### config.mk
export PLATFORM = sky130hd
export DESIGN_NAME = ppa_adder
export DESIGN_NICKNAME = d
export VERILOG_FILES = /design/src/rtl/ppa_pkg.sv /design/src/rtl/ppa_setup.sv /design/src/rtl/ppa_ks_tree.sv /design/src/rtl/ppa_bk_tree.sv /design/src/rtl/ppa_sum.sv /design/src/rtl/ppa_adder.sv
export SDC_FILE = /design/constraint.sdc
export NUM_CORES = 1
export LEC_CHECK = 0
export BUFFER_PORTS_ARGS = -buffer_cell sky130_fd_sc_hd__buf_2
export CAP_MARGIN = 20
export CORE_MARGIN = 2
export CORE_UTILIZATION = 39
export DETAILED_ROUTE_END_ITERATION = 12
export GPL_ROUTABILITY_DRIVEN = 0
export PLACE_DENSITY = 0.81
export REMOVE_ABC_BUFFERS = 1
export SYNTH_ARGS = -nofsm -noshare
export SYNTH_HDL_FRONTEND = slang
export SYNTH_SLANG_ARGS = --single-unit
### constraint.sdc
create_clock -name vclk -period 1.7
set_input_delay 0.085 -clock vclk [all_inputs]
set_output_delay 0.085 -clock vclk [all_outputs]
set_load 0.005 [all_outputs]
### src/rtl/ppa_pkg.sv
package ppa_pkg;

  typedef enum logic {
    PPA_KOGGE_STONE = 1'b0,
    PPA_BRENT_KUNG  = 1'b1
  } ppa_topo_e;

  typedef struct packed {
    logic g;
    logic p;
  } gp_t;

  // hi is the more significant span; operand order matters
  function automatic gp_t gp_merge(gp_t hi, gp_t lo);
    gp_t r;
    r.g = hi.g | (hi.p & lo.g);
    r.p = hi.p & lo.p;
    return r;
  endfunction

endpackage

### src/rtl/ppa_setup.sv
module ppa_setup #(
  parameter int WIDTH = 16
) (
  input  logic [WIDTH-1:0] a_i,
  input  logic [WIDTH-1:0] b_i,
  input  logic             cin_i,
  output logic [WIDTH-1:0] g_o,
  output logic [WIDTH-1:0] p_o
);

  logic [WIDTH-1:0] gen_bit;

  assign gen_bit = a_i & b_i;
  assign p_o     = a_i ^ b_i;

  // carry-in folded in as the lowest prefix position
  assign g_o[0] = gen_bit[0] | (p_o[0] & cin_i);

  if (WIDTH > 1) begin : g_upper
    assign g_o[WIDTH-1:1] = gen_bit[WIDTH-1:1];
  end

endmodule

### src/rtl/ppa_ks_tree.sv
module ppa_ks_tree #(
  parameter int WIDTH = 16
) (
  input  logic [WIDTH-1:0] g_i,
  input  logic [WIDTH-1:0] p_i,
  output logic [WIDTH-1:0] grp_g_o,
  output logic [WIDTH-1:0] grp_p_o
);

  import ppa_pkg::*;

  localparam int LEVELS = $clog2(WIDTH);

  logic [WIDTH-1:0] g_st [0:LEVELS];
  logic [WIDTH-1:0] p_st [0:LEVELS];

  assign g_st[0] = g_i;
  assign p_st[0] = p_i;

  for (genvar lvl = 0; lvl < LEVELS; lvl++) begin : g_lvl
    localparam int DIST = 1 << lvl;
    for (genvar i = 0; i < WIDTH; i++) begin : g_bit
      if (i >= DIST) begin : g_cell
        gp_t node;
        assign node = gp_merge(gp_t'({g_st[lvl][i], p_st[lvl][i]}),
                               gp_t'({g_st[lvl][i-DIST], p_st[lvl][i-DIST]}));
        assign g_st[lvl+1][i] = node.g;
        assign p_st[lvl+1][i] = node.p;
      end else begin : g_pass
        assign g_st[lvl+1][i] = g_st[lvl][i];
        assign p_st[lvl+1][i] = p_st[lvl][i];
      end
    end
  end

  assign grp_g_o = g_st[LEVELS];
  assign grp_p_o = p_st[LEVELS];

endmodule

### src/rtl/ppa_bk_tree.sv
module ppa_bk_tree #(
  parameter int WIDTH = 16
) (
  input  logic [WIDTH-1:0] g_i,
  input  logic [WIDTH-1:0] p_i,
  output logic [WIDTH-1:0] grp_g_o,
  output logic [WIDTH-1:0] grp_p_o
);

  import ppa_pkg::*;

  localparam int LEVELS = $clog2(WIDTH);
  localparam int STAGES = 2 * LEVELS;  // stage 0 is the input

  logic [WIDTH-1:0] g_st [0:STAGES-1];
  logic [WIDTH-1:0] p_st [0:STAGES-1];

  assign g_st[0] = g_i;
  assign p_st[0] = p_i;

  // up-sweep: node i ending a block of STRIDE merges with its lower half
  for (genvar lvl = 0; lvl < LEVELS; lvl++) begin : g_up
    localparam int STRIDE = 1 << (lvl + 1);
    localparam int HALF   = STRIDE / 2;
    for (genvar i = 0; i < WIDTH; i++) begin : g_bit
      if (((i + 1) % STRIDE) == 0) begin : g_cell
        gp_t node;
        assign node = gp_merge(gp_t'({g_st[lvl][i], p_st[lvl][i]}),
                               gp_t'({g_st[lvl][i-HALF], p_st[lvl][i-HALF]}));
        assign g_st[lvl+1][i] = node.g;
        assign p_st[lvl+1][i] = node.p;
      end else begin : g_pass
        assign g_st[lvl+1][i] = g_st[lvl][i];
        assign p_st[lvl+1][i] = p_st[lvl][i];
      end
    end
  end

  // down-sweep: fill mid-block positions from the finished prefix below
  for (genvar d = 0; d < LEVELS - 1; d++) begin : g_dn
    localparam int LVL    = LEVELS - 2 - d;
    localparam int STRIDE = 1 << (LVL + 1);
    localparam int HALF   = STRIDE / 2;
    localparam int SRC    = LEVELS + d;
    for (genvar i = 0; i < WIDTH; i++) begin : g_bit
      if ((((i + 1) % STRIDE) == HALF) && (i >= STRIDE)) begin : g_cell
        gp_t node;
        assign node = gp_merge(gp_t'({g_st[SRC][i], p_st[SRC][i]}),
                               gp_t'({g_st[SRC][i-HALF], p_st[SRC][i-HALF]}));
        assign g_st[SRC+1][i] = node.g;
        assign p_st[SRC+1][i] = node.p;
      end else begin : g_pass
        assign g_st[SRC+1][i] = g_st[SRC][i];
        assign p_st[SRC+1][i] = p_st[SRC][i];
      end
    end
  end

  assign grp_g_o = g_st[STAGES-1];
  assign grp_p_o = p_st[STAGES-1];

endmodule

### src/rtl/ppa_sum.sv
module ppa_sum #(
  parameter int WIDTH = 16
) (
  input  logic [WIDTH-1:0] prop_i,
  input  logic [WIDTH-1:0] grp_g_i,
  input  logic             cin_i,
  output logic [WIDTH-1:0] sum_o,
  output logic             cout_o,
  output logic [WIDTH-1:0] carry_o
);

  logic [WIDTH-1:0] carry_in;

  assign carry_in[0] = cin_i;
  if (WIDTH > 1) begin : g_shift
    assign carry_in[WIDTH-1:1] = grp_g_i[WIDTH-2:0];
  end

  assign sum_o   = prop_i ^ carry_in;
  assign carry_o = grp_g_i;
  assign cout_o  = grp_g_i[WIDTH-1];

endmodule

### src/rtl/ppa_adder.sv
module ppa_adder #(
  parameter int                  WIDTH    = 16,
  parameter ppa_pkg::ppa_topo_e  TOPOLOGY = ppa_pkg::PPA_KOGGE_STONE
) (
  input  logic [WIDTH-1:0] a_i,
  input  logic [WIDTH-1:0] b_i,
  input  logic             cin_i,
  output logic [WIDTH-1:0] sum_o,
  output logic             cout_o,
  output logic [WIDTH-1:0] carry_o
);

  logic [WIDTH-1:0] bit_g;
  logic [WIDTH-1:0] bit_p;
  logic [WIDTH-1:0] grp_g;
  logic [WIDTH-1:0] grp_p;

  ppa_setup #(.WIDTH(WIDTH)) i_setup (
    .a_i   (a_i),
    .b_i   (b_i),
    .cin_i (cin_i),
    .g_o   (bit_g),
    .p_o   (bit_p)
  );

  if (TOPOLOGY == ppa_pkg::PPA_BRENT_KUNG) begin : g_bk
    ppa_bk_tree #(.WIDTH(WIDTH)) i_tree (
      .g_i     (bit_g),
      .p_i     (bit_p),
      .grp_g_o (grp_g),
      .grp_p_o (grp_p)
    );
  end else begin : g_ks
    ppa_ks_tree #(.WIDTH(WIDTH)) i_tree (
      .g_i     (bit_g),
      .p_i     (bit_p),
      .grp_g_o (grp_g),
      .grp_p_o (grp_p)
    );
  end

  ppa_sum #(.WIDTH(WIDTH)) i_sum (
    .prop_i  (bit_p),
    .grp_g_i (grp_g),
    .cin_i   (cin_i),
    .sum_o   (sum_o),
    .cout_o  (cout_o),
    .carry_o (carry_o)
  );

endmodule

# After elaboration in Yosys (flattened, before gate mapping)
# Index checks and enable logic that the tools add are counted.
[op_classes]
bitwise = 137
[ops]
columns = ["op", "n"]
rows = [
  ["$and A1 B1 Y1", 84],
  ["$or A1 B1 Y1", 50],
  ["$xor A16 B16 Y16", 2],
  ["$and A16 B16 Y16", 1],
]
[totals]
register_bits = 0
in_bits = 33
out_inout_bits = 33
elab_cells = 137

# Logic depth before layout (Yosys ltp)
# Gate-level depths: netlist of run 1.
[logic_depth]
depth_word = 11
depth_mapped = 9
depth_no_buf = 8

# Hierarchy
# Synthesis of run 1 repeated with hierarchy kept, for this count alone.
[unflattened]
hier_cells = 114
area_unflattened_um2 = 908.4
[modules_own_cells]
columns = ["module", "n_inst", "cells_each", "area_each_um2", "seq_area_each_um2"]
rows = [
  ["ppa_ks_tree", 1, 64, 432.9, 0.0],
  ["ppa_sum", 1, 33, 267.8, 0.0],
  ["ppa_setup", 1, 17, 207.7, 0.0],
]

# Worst setup path after synthesis of run 1
# Ideal clock, no wire load.
[synth_timing]
path_kind = "input port to output port"
from = "input port a_i[0]"
to = "output port carry_o[15]"
arrival_ns = 1.836
t_required_ns = 1.615
setup_slack_ns = -0.221
stages = 9
n_path_buf = 1
path_cell_list = "fa_1 inv_1 fa_1 nor2b_1 o21bai_1 a21oi_1 a211oi_1 a21oi_1 buf_4"
[synth_via]
elab_chain_cells = 11
word_cells_on_any_way = 12
classes_between = "bitwise: 12"
[synth_lines]
columns = ["element", "line", "rtl"]
rows = [
  ["start: declaration", "ppa_adder.sv:5", "input logic [WIDTH-1:0] a_i,"],
  ["$xor A16 B16 Y16", "ppa_setup.sv:14", "assign p_o = a_i ^ b_i;"],
  ["$and A1 B1 Y1", "ppa_setup.sv:17", "assign g_o[0] = gen_bit[0] | (p_o[0] & cin_i);"],
  ["$or A1 B1 Y1 *", "ppa_setup.sv:17", ""],
  ["$and A1 B1 Y1 *", "ppa_pkg.sv:16", "r.g = hi.g | (hi.p & lo.g);"],
  ["$or A1 B1 Y1 *", "ppa_pkg.sv:16", ""],
  ["$and A1 B1 Y1 *", "ppa_pkg.sv:16", ""],
  ["$or A1 B1 Y1 *", "ppa_pkg.sv:16", ""],
  ["$and A1 B1 Y1 *", "ppa_pkg.sv:16", ""],
  ["$or A1 B1 Y1 *", "ppa_pkg.sv:16", ""],
  ["$and A1 B1 Y1 *", "ppa_pkg.sv:16", ""],
  ["$or A1 B1 Y1 *", "ppa_pkg.sv:16", ""],
  ["end: declaration", "ppa_adder.sv:10", "output logic [WIDTH-1:0] carry_o"],
]
# Every way passes the cells marked *; elsewhere a longest branch is shown, timed or not.

# Worst setup path after layout of run 1
[layout_timing]
from = "input port a_i[0]"
to = "output port sum_o[12]"
[layout_via]
elab_chain_cells = 10
word_cells_on_any_way = 11
classes_between = "bitwise: 11"
[layout_lines]
columns = ["element", "line", "rtl"]
rows = [
  ["$xor A16 B16 Y16", "ppa_setup.sv:14", ""],
  ["$and A1 B1 Y1", "ppa_setup.sv:17", ""],
  ["$or A1 B1 Y1 *", "ppa_setup.sv:17", ""],
  ["$and A1 B1 Y1 *", "ppa_pkg.sv:16", ""],
  ["$or A1 B1 Y1 *", "ppa_pkg.sv:16", ""],
  ["$and A1 B1 Y1 *", "ppa_pkg.sv:16", ""],
  ["$or A1 B1 Y1 *", "ppa_pkg.sv:16", ""],
  ["$and A1 B1 Y1 *", "ppa_pkg.sv:16", ""],
  ["$or A1 B1 Y1 *", "ppa_pkg.sv:16", ""],
  ["$xor A16 B16 Y16 *", "ppa_sum.sv:19", "assign sum_o = prop_i ^ carry_in;"],
  ["end: declaration", "ppa_adder.sv:8", "output logic [WIDTH-1:0] sum_o,"],
]
# Marked as above.

==> flow_metrics.env, run 1 <==
export IMPL_status="finished, violations left"
export IMPL_violations="negative setup slack"
export IMPL_total_power_uw=812
export IMPL_end_kind="primary output"
export IMPL_path_cells="buf_6, fa_2, inv_2, fa_2, nor2b_4, o21bai_4, a21oi_4, a211oi_2, buf_4, xnor2_2, buf_2"
export IMPL_startpoint_type="input port"
export IMPL_grt_use_total_pct=27.4
export IMPL_gr_max_usage_layer="met2"
export IMPL_ir_drop_uv=308
export IMPL_antenna_found_initial=0
export IMPL_fillers=143
export IMPL_coreArea_um2=2170
export IMPL_ys_seq_area_share_pct=0
export IMPL_final_area_um2=1790
export IMPL_wl_um=3870
export IMPL_fin_crit_sh_pct=110
export IMPL_synth_area_leaders="ha_1, a21oi_1, xnor2_1"
export IMPL_dieHeight_um=51.5
export IMPL_slowest_delay_ps=390
export IMPL_n_clock_buffer=0
export IMPL_initial_utilization_pct=40.6
export IMPL_hold_violations=0
export IMPL_path_common_cell="fa_2"
export IMPL_gr_total_overflow=0
export IMPL_clockPowerShare_pct=0
export IMPL_synth_fa_ha_area_share_pct=25.9
export IMPL_syn_to_final_growth_pct=103
export IMPL_grt_pass1_wl_um=5800
export IMPL_die_w_um=51.5
export IMPL_placed_cells=243
export IMPL_layout_commonest_cell="buf_2"
export IMPL_fin_ws_ps=-165
export IMPL_synthCells=122
export IMPL_syn_area_um2=881
export IMPL_ant_nets=0
export IMPL_post_drt_wl_per_cell_um=15.5
export IMPL_maxCapViolCount=0
export IMPL_die_area_um2=2650
export IMPL_grt_met1_usage_pct=26.8
export IMPL_fin_crit_ps=1860
export IMPL_grt_util_met3_pct=3.16
export IMPL_holdBufCountCts=0
export IMPL_synth_compound_area_share_pct=33.4
export IMPL_seq_area_um2=0
export IMPL_synthMuxAreaShare_pct=1.14
export IMPL_combPwrFrac_pct=100.0
export IMPL_powerDensity_nw_per_um2=454
export IMPL_layout_drive_gt1_share_pct=62.9
export IMPL_p_int_uw=421
export IMPL_synth_top_family_by_area="compound AO/OA/AOI/OAI gates"
export IMPL_grt_setup_unrepaired="true"
export IMPL_place_area_um2=1450
export IMPL_gr_usage_met2_pct=57.5
export IMPL_crit_family="adder cells"
export IMPL_fmax_mhz=536
export IMPL_first_global_vias=1409
export IMPL_setup_viol=16
export IMPL_drt_pass1_iter_count=4
export IMPL_ys_warnings_count=0
export IMPL_syn_area_per_cell_um2=7.22
export IMPL_relSlewSlack_pct=75.7
export IMPL_drt_iter0_markers=36
export IMPL_arrival_ps=1780
export IMPL_synth_cell_types=36
export IMPL_fin_util_pct=82.5
export IMPL_grt_max_degree=8
export IMPL_final_cells=249
export IMPL_diodes=0
export IMPL_synth_top_cell_area_share_pct=21.3
export IMPL_place_hpwl_um=2510
export IMPL_portBuffers=66
export IMPL_io_pin_count=66
export IMPL_num_vias=1383
export IMPL_seq_power_share_pct=0
export IMPL_hp_class="input port to primary output"
export IMPL_seq_cell_count=0
export IMPL_viasPerCell=5.55
export IMPL_crit_type="input port to primary output"
export IMPL_worst_pin_slew_ps=360
export IMPL_cp_required_ps=1620
export IMPL_drcViolationCount=0
export IMPL_switching_share_pct=48.2
export IMPL_synth_xor_area_share_pct=12.9
export IMPL_slew_violations=0
export IMPL_leakagePower_nw=0.921
export IMPL_layout_common_cells="buf_2, buf_4, inv_1"
export IMPL_rows=17
export IMPL_yosysTopAreaCell="ha_1"
export IMPL_cp_max_fo=4
export IMPL_yosys_area_share_simple_pct=20.6
export IMPL_fin_nets=273
export IMPL_path_buf_inv=4
export IMPL_crit_path_top_delay_cell="fa_2"
export IMPL_switchingPower_uw=391
[cell usage after synthesis (all sizes together) (5+ instances only)]
| cell type | instances |
|---|---|
| a21o | 5 |
| ha | 15 |
| nand2 | 12 |
| a21oi | 14 |
| nor2 | 6 |
| o21ai | 7 |
| xor2 | 6 |
| inv | 11 |
| xnor2 | 7 |
[path summary, 6_finish.rpt]
kind,start,slack (ps),to,cells after the start
hold / removal,cin_i,530,sum_o[0],3
setup / recovery,a_i[0],-160,sum_o[12],11
[what timing repair did]
action,CTS,global route
gates resized for setup,33,21
setup endpoints to repair,20,19
buffers inserted,6,1
pin swaps,17,11
[kinds of logic (layout without fill, tap and decap cells)]
family / count (synthesis) / count (layout)
muxes: 1 / 1
and+or+nand+nor: 36 / 36
adders and majority gates: 17 / 17
xor gates and xnor gates: 13 / 13
AOI/OAI and AO/OA: 42 / 42
buffers and inverters: 13 / 112
[routing by layer]
metal	part of all wire, %	vias to the layer above
met1	33	634
met3	7.6	12
met4	2.8	0
met2	56	95
li1	-	642
met5	0	-
[stage by stage]
step,hold slack [ps],setup slack [ps],setup TNS [ps]
6_report,527,-165,-1680
4_1_cts,533,-268,-2230
2_1_floorplan,319,-79.4,-258
5_1_grt,542,-307,-3290
3_3_place_gp,496,-264,-2420
3_5_place_dp,510,-378,-3660
[final cells by class]
class	instances	area, µm²	area share, %
Multi-Input combinational cell	109	1090	60.8
Timing Repair Buffer	101	626	35.0
Inverter	11	41.3	2.31
Tap cell	28	35.0	1.96
[power groups by stage]
stage               Sequential, mW  Combinational (mW)  Clock (mW)
floorplan                        0               0.320           0
global placement                 0               0.610           0
detailed placement               0               0.628           0
CTS                              0               0.728           0
global route                     0               0.877           0
finish                           0               0.812           0
Note: power is estimated with default switching activity, not from simulation.
==> run 2: changes to the inputs <==
- CORE_UTILIZATION: 39 -> 46
- GPL_TIMING_DRIVEN: not set -> 0
- PLACE_DENSITY: 0.81 -> 0.9
- clock period: 1.7 -> 2.2 ns (I/O delays scaled with it)
==> run 2 against run 1 <==
  * The flow now finishes without violations
  * Total power decreased by 47%
  * Sequential share of layout area unchanged
  * Final area decreased by 29%
  * Global-route usage decreased by 6.5 points
  * Hold slack improved by 58 ps
  * Routed wire length decreased by 30%
  * Critical path type unchanged
  * Critical endpoint is now sum_o[15]
  * Largest power group unchanged
==> flow_metrics.env, run 2 (synthesized netlist as in run 1, its figures left out) <==
export IMPL_status="complete, no violations"
export IMPL_coreArea_um2=1760
export IMPL_wl_um=2700
export IMPL_hold_ws_ps=585
export IMPL_fin_ws_ps=106
export IMPL_seq_power_share_pct=0
export IMPL_grt_max_degree=10
export IMPL_crit_type="input port to primary output"
export IMPL_fin_nets=239
export IMPL_ant_nets=0
export IMPL_hold_path_depth=3
export IMPL_layout_commonest_cell="buf_2"
export IMPL_end_kind="primary output"
export IMPL_hp_class="input port to primary output"
export IMPL_pre_cts_ws_ps=-91.5
export IMPL_n_clock_buffer=0
export IMPL_cp_max_fo=9
export IMPL_p_int_uw=206
export IMPL_diodes=0
export IMPL_worst_pin_slew_ps=377
export IMPL_fin_crit_sh_pct=95.2
export IMPL_layout_drive_gt1_share_pct=42.8
export IMPL_portBuffers=66
export IMPL_fillers=165
export IMPL_fmax_mhz=477
export IMPL_grt_use_total_pct=20.9
export IMPL_drt_iter0_markers=22
export IMPL_multi_input_area_um2=857
export IMPL_place_hpwl_um=2200
export IMPL_rows=15
export IMPL_fin_crit_ps=2090
export IMPL_drcViolationCount=0
export IMPL_grt_pass1_wl_um=3670
export IMPL_powerDensity_nw_per_um2=338
export IMPL_final_cells=212
export IMPL_clockPowerShare_pct=0
export IMPL_switching_share_pct=52.0
export IMPL_relSlewSlack_pct=74.6
export IMPL_dieHeight_um=47.8
export IMPL_seq_area_um2=0
export IMPL_cp_required_ps=2090
export IMPL_setup_viol=0
export IMPL_ir_drop_uv=187
export IMPL_placed_cells=211
export IMPL_leakagePower_nw=0.705
export IMPL_hold_path_startpoint="a_i[0]"
export IMPL_drt_pass1_iter_count=4
export IMPL_num_vias=1164
export IMPL_switchingPower_uw=223
export IMPL_die_w_um=47.8
export IMPL_syn_to_final_growth_pct=43.9
export IMPL_io_pin_count=66
export IMPL_initial_utilization_pct=49.9
export IMPL_tns_ps=0
export IMPL_combPwrFrac_pct=100.0
export IMPL_antenna_found_initial=0
export IMPL_first_global_vias=984
export IMPL_slew_violations=0
export IMPL_post_drt_wl_per_cell_um=12.7
export IMPL_gr_total_overflow=0
export IMPL_arrival_ps=1980
export IMPL_layout_common_cells="buf_2, ha_1, nand2_1"
export IMPL_maxCapViolCount=0
export IMPL_hold_violations=0
export IMPL_viasPerCell=5.49
export IMPL_min_to="sum_o[0]"
export IMPL_die_area_um2=2280
export IMPL_startpoint_type="input port"
export IMPL_total_power_uw=428
export IMPL_seq_cell_count=0
## run 2: cell count changes in the layout (fill, tap and decap cells not counted), moves of 5 or more
cell / delta
a21oi_1: +7
a21oi_4: -6
buf_4: -32
buf_6: -6
ha_1: +5
ha_4: -5
## run 2: timing repair
action | CTS | global route
endpoints found under the setup margin | 4 | 9
setup buffers | 0 | 1
resized for setup | 2 | 8
pin swaps | 0 | 6
hold buffers | 0 | 0
## run 2: through the flow
| stage | cell area (µm²) | util, % |
|---|---|---|
| 5_1_grt | 1270 | 71.8 |
| 3_5_place_dp | 1230 | 69.7 |
| 6_report | 1270 | 71.8 |
| 3_3_place_gp | 1230 | 69.7 |
| 2_1_floorplan | 868 | - |
| 4_1_cts | 1230 | 70.0 |
## run 2: routing by layer
layer	track usage (%)	part of all wire, %	vias up
li1	-	-	573
met1	23.1	38	524
met2	43.7	53	65
met3	0.377	8.5	2
met4	3.24	0.30	0
met5	0	0	-
## run 2: area by class of cell
class	instances	share of cell area, %
inverters	11	3.26
multi-input cells	109	67.6
well taps	25	2.47
repair buffers	67	26.7
## run 2: worst max path at each step
stage                start         to  slack (ps)
finish              b_i[8]  sum_o[15]         110
global placement    a_i[0]  sum_o[12]         -50
floorplan           a_i[0]  sum_o[12]         370
global route         cin_i  sum_o[12]         -20
detailed placement  a_i[0]  sum_o[12]         -90
CTS                 a_i[0]  sum_o[12]          50
## run 2: worst max-delay path: stages
cell and delay [ps]:
buf_2 100, ha_2 400, nand2_1 140, a2111oi_4 310
nor2_2 140, o311a_1 290, or3_1 360, buf_2 130
## run 2: power groups by stage
| stage | sequential, mW | clock [mW] | combinational [mW] |
|---|---|---|---|
| floorplan | 0 | 0 | 0.247 |
| detailed placement | 0 | 0 | 0.408 |
| finish | 0 | 0 | 0.428 |
| CTS | 0 | 0 | 0.412 |
| global route | 0 | 0 | 0.476 |
| global placement | 0 | 0 | 0.396 |
